==> src/rtl/irq_agg_pkg.sv <==
package irq_agg_pkg;

  localparam int unsigned PINS_PER_DEV = 4;

  typedef enum logic [0:0] {
    ROUTE_ROTATE = 1'b0,
    ROUTE_DIRECT = 1'b1
  } route_mode_e;

  function automatic int unsigned route_line(int unsigned dev, int unsigned pin,
                                             route_mode_e mode, int unsigned lines);
    if (mode == ROUTE_ROTATE) return (pin + dev) % lines;
    return pin % lines;
  endfunction

endpackage

==> src/rtl/irq_agg_route.sv <==
module irq_agg_route #(
  parameter int unsigned NUM_DEV = 4,
  parameter int unsigned NUM_LINES = 4,
  parameter irq_agg_pkg::route_mode_e ROUTE_MODE = irq_agg_pkg::ROUTE_ROTATE,
  localparam int unsigned NP = NUM_DEV * irq_agg_pkg::PINS_PER_DEV
) (
  input  logic [NP-1:0] irq_i,
  input  logic [NP-1:0] lvl_i,
  input  logic          hold_i,
  output logic [NP-1:0] rise_o [NUM_LINES],
  output logic [NP-1:0] fall_o [NUM_LINES]
);

  logic [NP-1:0] up, dn;

  assign up = hold_i ? '0 : (irq_i & ~lvl_i);
  assign dn = hold_i ? '0 : (~irq_i & lvl_i);

  for (genvar d = 0; d < NUM_DEV; d++) begin : g_dev
    for (genvar p = 0; p < irq_agg_pkg::PINS_PER_DEV; p++) begin : g_pin
      localparam int unsigned IDX = d * irq_agg_pkg::PINS_PER_DEV + p;
      localparam int unsigned LN = irq_agg_pkg::route_line(d, p, ROUTE_MODE, NUM_LINES);
      for (genvar l = 0; l < NUM_LINES; l++) begin : g_line
        if (l == LN) begin : g_hit
          assign rise_o[l][IDX] = up[IDX];
          assign fall_o[l][IDX] = dn[IDX];
        end else begin : g_miss
          assign rise_o[l][IDX] = 1'b0;
          assign fall_o[l][IDX] = 1'b0;
        end
      end
    end
  end

endmodule

==> src/rtl/irq_agg_counter.sv <==
module irq_agg_counter #(
  parameter int unsigned NP = 16,
  parameter int unsigned CW = 5
) (
  input  logic          clk_i,
  input  logic          rst_ni,
  input  logic [NP-1:0] rise_i,
  input  logic [NP-1:0] fall_i,
  input  logic          load_i,
  input  logic [CW-1:0] load_val_i,
  output logic [CW-1:0] cnt_o
);

  logic [CW:0] n_up, n_dn, sum;
  logic [CW-1:0] cnt_q;

  always_comb begin
    n_up = '0;
    n_dn = '0;
    for (int i = 0; i < NP; i++) begin
      n_up = n_up + {{CW{1'b0}}, rise_i[i]};
      n_dn = n_dn + {{CW{1'b0}}, fall_i[i]};
    end
    sum = {1'b0, cnt_q} + n_up - n_dn;
  end

  always_ff @(posedge clk_i or negedge rst_ni) begin
    if (!rst_ni)     cnt_q <= '0;
    else if (load_i) cnt_q <= load_val_i;
    else             cnt_q <= sum[CW-1:0];
  end

  assign cnt_o = cnt_q;

endmodule

==> src/rtl/irq_share_agg.sv <==
module irq_share_agg #(
  parameter int unsigned NUM_DEV = 4,
  parameter int unsigned NUM_LINES = 4,
  parameter irq_agg_pkg::route_mode_e ROUTE_MODE = irq_agg_pkg::ROUTE_ROTATE,
  localparam int unsigned NP = NUM_DEV * irq_agg_pkg::PINS_PER_DEV,
  localparam int unsigned CW = $clog2(NP + 1),
  localparam int unsigned LW = $clog2(NUM_LINES + 1),
  localparam int unsigned SW = (NUM_LINES > 1) ? $clog2(NUM_LINES) : 1
) (
  input  logic                   clk_i,
  input  logic                   rst_ni,
  input  logic [NP-1:0]          irq_i,
  output logic [NUM_LINES-1:0]   line_o,
  input  logic [SW-1:0]          rd_sel_i,
  output logic [CW-1:0]          rd_cnt_o,
  output logic [LW-1:0]          lines_o,
  output logic [NP-1:0]          pin_state_o,
  input  logic                   restore_i,
  input  logic [LW-1:0]          restore_lines_i,
  input  logic [NUM_LINES*CW-1:0] restore_cnt_i,
  input  logic [NP-1:0]          restore_lvl_i,
  output logic                   restore_err_o
);

  logic [NP-1:0] lvl_q;
  logic          err_q;
  logic          restore_ok;
  logic [NP-1:0] rise [NUM_LINES];
  logic [NP-1:0] fall [NUM_LINES];
  logic [CW-1:0] cnt [NUM_LINES];
  logic [CW-1:0] cnt_pad [2**SW];
  logic [NUM_LINES*CW-1:0] cnt_flat;

  assign restore_ok = restore_i && (restore_lines_i == LW'(NUM_LINES));

  irq_agg_route #(
    .NUM_DEV   (NUM_DEV),
    .NUM_LINES (NUM_LINES),
    .ROUTE_MODE(ROUTE_MODE)
  ) u_route (
    .irq_i (irq_i),
    .lvl_i (lvl_q),
    .hold_i(restore_i),
    .rise_o(rise),
    .fall_o(fall)
  );

  for (genvar l = 0; l < NUM_LINES; l++) begin : g_cnt
    irq_agg_counter #(.NP(NP), .CW(CW)) u_cnt (
      .clk_i     (clk_i),
      .rst_ni    (rst_ni),
      .rise_i    (rise[l]),
      .fall_i    (fall[l]),
      .load_i    (restore_ok),
      .load_val_i(restore_cnt_i[l*CW +: CW]),
      .cnt_o     (cnt[l])
    );
    assign line_o[l] = |cnt[l];
    assign cnt_flat[l*CW +: CW] = cnt[l];
  end

  for (genvar s = 0; s < 2**SW; s++) begin : g_pad
    if (s < NUM_LINES) begin : g_real
      assign cnt_pad[s] = cnt[s];
    end else begin : g_none
      assign cnt_pad[s] = '0;
    end
  end

  // stored levels follow inputs except during any restore request
  always_ff @(posedge clk_i or negedge rst_ni) begin
    if (!rst_ni) begin
      lvl_q <= '0;
      err_q <= 1'b0;
    end else begin
      err_q <= restore_i && !restore_ok;
      if (restore_ok)      lvl_q <= restore_lvl_i;
      else if (!restore_i) lvl_q <= irq_i;
    end
  end

  assign rd_cnt_o      = cnt_pad[rd_sel_i];
  assign lines_o       = LW'(NUM_LINES);
  assign pin_state_o   = lvl_q;
  assign restore_err_o = err_q;

endmodule

==> config.mk <==
export PLATFORM = sky130hd
export DESIGN_NAME = irq_share_agg
export DESIGN_NICKNAME = d
export VERILOG_FILES = /design/src/rtl/irq_agg_pkg.sv /design/src/rtl/irq_agg_route.sv /design/src/rtl/irq_agg_counter.sv /design/src/rtl/irq_share_agg.sv
export SDC_FILE = /design/constraint.sdc
export NUM_CORES = 1
export LEC_CHECK = 0
export ABC_AREA = 1
export BUFFER_PORTS_ARGS = -buffer_cell sky130_fd_sc_hd__buf_4
export CAP_MARGIN = 40
export CORE_MARGIN = 4
export CORE_UTILIZATION = 39
export CTS_BUF_LIST = sky130_fd_sc_hd__clkbuf_4
export CTS_CLUSTER_DIAMETER = 200
export DETAILED_ROUTE_END_ITERATION = 8
export PLACE_DENSITY_LB_ADDON = 0.3
export SKIP_LAST_GASP = 1
export SLEW_MARGIN = 25
export SYNTH_ARGS = -nofsm -noshare
export SYNTH_HDL_FRONTEND = slang
export SYNTH_HIERARCHICAL = 1
export SYNTH_SLANG_ARGS = --single-unit
==> constraint.sdc <==
create_clock -name clk_i -period 6.2 [get_ports clk_i]
set_clock_uncertainty 0.1 [all_clocks]
set_input_delay 0.62 -clock clk_i [delete_from_list [all_inputs] [get_ports clk_i]]
set_output_delay 0.62 -clock clk_i [all_outputs]
set_load 0.005 [all_outputs]
==> results.sh <==
export IMPL_dpl_hpwl_mm=12.4
export IMPL_syn_to_final_growth_pct=7.54
export IMPL_fill_cells=1848
export IMPL_synth_top_area_share_pct=31.4
export IMPL_postCtsHoldBufs=0
export IMPL_cts_root_buf="clkbuf_4"
export IMPL_grt_start_max_net_pins=45
export IMPL_worstHoldPathType="in -> async"
export IMPL_relSlewSlack_pct=64.0
export IMPL_ys_seq_elements=37
export IMPL_synth_simple_area_share_pct=19.8
export IMPL_cp_max_fo=44
export IMPL_port_buffers=85
export IMPL_synth_area_leaders="fa_1, inv_1, dfrtp_1"
export IMPL_worst_slew_pin_slew_ns=0.540
export IMPL_worstPathRequired_ns=6.43
export IMPL_boundaryPins=89
export IMPL_async_reset_ff_share_pct=100
export IMPL_synthAdderAreaFrac_pct=37.7
export IMPL_syn_area_sq_mm=0.00714
export IMPL_grt_usage_pct=15.8
export IMPL_grt_pass1_wl_mm=25.4
export IMPL_wire_per_inst_um=12.0
export IMPL_start_kind="input port"
export IMPL_place_congestion=0.841
export IMPL_synth_area_mux_share_pct=0
export IMPL_antenna_found_initial=0
export IMPL_postSynthCellCount=914
export IMPL_setup_violations=0
export IMPL_synth_xor_area_share_pct=0.491
export IMPL_die_x_um=143
export IMPL_synth_compound_area_share_pct=2.10
export IMPL_ant_nets=0
export IMPL_synth_edff_count=0
export IMPL_drc=0
export IMPL_cts_resized=0
export IMPL_crit_type="in -> reg"
export IMPL_multi_input_area_sq_mm=0.00467
export IMPL_diodes=0
export IMPL_cp_arrival_ns=5.27
export IMPL_min_period_ns=5.04
export IMPL_drv_slew=0
export IMPL_tns_ns=0
export IMPL_drv_cap=0
export IMPL_synth_top_family_by_area="adder cells"
export IMPL_clockBufferDepth=2
export IMPL_grt_pass1_vias=5316
export IMPL_drive_above_1_share_pct=14.3
export IMPL_num_nets_final=1198
export IMPL_synth_cell_types=26
export IMPL_die_y_um=143
export IMPL_postCtsSetupBuffers=0
export IMPL_hold_viol=0
export IMPL_cp_end_kind="flop"
export IMPL_cts_buffers=5
export IMPL_insertion_delay_ns=0.42
export IMPL_register_area_sq_um=926
export IMPL_tritoncts="done"
export IMPL_vias=5024
export IMPL_finalCritPeriodShare_pct=81.3
export IMPL_grt_ovfl_total=0
export IMPL_syn_area_per_cell_sq_um=7.81
export IMPL_yosysWarnings=6
export IMPL_firstDrtPassIters=4
export IMPL_synth_top_cell_by_area="fa_1"
export IMPL_ys_flop_type="dfrtp_1"
export IMPL_coreArea_sq_mm=0.0180
export IMPL_clk_pin_slew_ns=0.16
export IMPL_htreeDepth=2
export IMPL_start_util_pct=39.7
export IMPL_clock_fmax_mhz=198
export IMPL_synth_yosys_seq_area_share_pct=13.0
export IMPL_dieArea_sq_mm=0.0205
export IMPL_rows=49
export IMPL_cts_sinks=37
export IMPL_vias_per_cell=4.12
export IMPL_grt_setup_unrepaired="no"
export IMPL_run_status="complete, no violations"
export IMPL_drtIter0Drc=196
export IMPL_wl_mm=14.6
per-stage QoR:
| step | worst slack, ns | instances | util (%) | hold slack [ns] | instance area [sq um] |
|---|---|---|---|---|---|
| CTS | 1.19 | 1220 | 42.7 | 0.0550 | 7670 |
| finish | 1.16 | 1220 | 42.7 | 0.0558 | 7670 |
| global placement | 0.796 | 1212 | 42.3 | 0.463 | 7590 |
| detailed placement | 0.744 | 1212 | 42.3 | 0.471 | 7590 |
| global route | 0.929 | 1220 | 42.7 | 0.0743 | 7670 |
| floorplan | 1.18 | 1010 | - | 0.224 | 7500 |
area by class of cell:
class | count | share of cell area [%]
Multi-Input combinational cell | 579 | 60.8
Inverter | 280 | 13.8
Sequential cell | 37 | 12.1
Timing Repair Buffer | 87 | 8.51
Tap cell | 229 | 3.73
Clock inverter | 3 | 0.603
Clock buffer | 5 | 0.489
sequential cells by signal, summed over array words and instances (netlist names):
register	cells
pin_state_o	16
g_cnt.u_cnt/cnt_o	20
restore_err_o	1
cell usage in the layout, fill, tap and decap left out, types with 11 or more instances in the layout:
master and n:
nand3_1 33, conb_1 99, dfrtp_1 37, fa_1 112
nand3_2 22, nor2_1 25, inv_1 278, buf_4 87
o21ai_0 14, ha_1 36, nand4_1 16, nor2_2 11
nand2_1 178
worst max-delay path: stages:
cell and delay (ns):
buf_4 0.27, inv_8 0.21, nand2_2 0.06, nor2_2 0.07, inv_1 0.06, fa_1 0.49, fa_1 0.53, inv_1 0.05
fa_1 0.50, fa_1 0.43, fa_1 0.40, fa_1 0.52, ha_1 0.22, inv_1 0.08, fa_1 0.40, xor2_1 0.15
o21ai_0 0.15
cell families after synthesis:
kind of cell / Yosys count
AO/OA/AOI/OAI: 28
flip-flops: 37
XOR/XNOR: 4
adder cells (fa/ha/maj): 148
buffers and inverters: 394
other: 3
AND/OR/NAND/NOR: 300
path summary, 6_finish.rpt:
check / startpoint / endpoint / slack (ns) / cells after the start
min in group clk_i: restore_cnt_i[6] / g_cnt[1].u_cnt/cnt_o[1]$_DFF_PN0_ / 0.30 / 3
hold / removal: rst_ni / g_cnt[1].u_cnt/cnt_o[1]$_DFF_PN0_ / 0.06 / 1
setup reg to reg: pin_state_o[2]$_DFFE_PN0P_ / g_cnt[2].u_cnt/cnt_o[3]$_DFF_PN0_ / 1.37 / 16
setup / recovery: restore_i / g_cnt[3].u_cnt/cnt_o[3]$_DFF_PN0_ / 1.16 / 17
hold reg to reg: pin_state_o[4]$_DFFE_PN0P_ / pin_state_o[4]$_DFFE_PN0P_ / 0.51 / 2
max in group asynchronous: rst_ni / pin_state_o[5]$_DFFE_PN0P_ / 5.55 / 1
synth_stat cells (2+ instances only):
library cell  count
nor2_1           26
clkbuf_1          2
conb_1            3
ha_1             36
nand2_2          10
a21oi_1          10
nand2_1         178
buf_4           101
buf_2             8
nand3_2          22
nor2_2           10
inv_1           278
o211ai_1          4
fa_1            112
buf_6             2
nor3_1            3
nand4_1          16
o21ai_0          14
dfrtp_1          37
xor2_1            4
nand3_1          33
metal layers:
layer,share of wire (%),vias to the layer above,track usage [%]
met2,48,78,26.4
met3,4.1,14,2.98
met1,46,2366,21.1
li1,-,2566,-
met5,0,-,0
met4,1.6,0,3.91
Power is left out: the tool's default activity adds up to more than one toggle a clock period on the data nets, which glitch-free logic cannot reach.
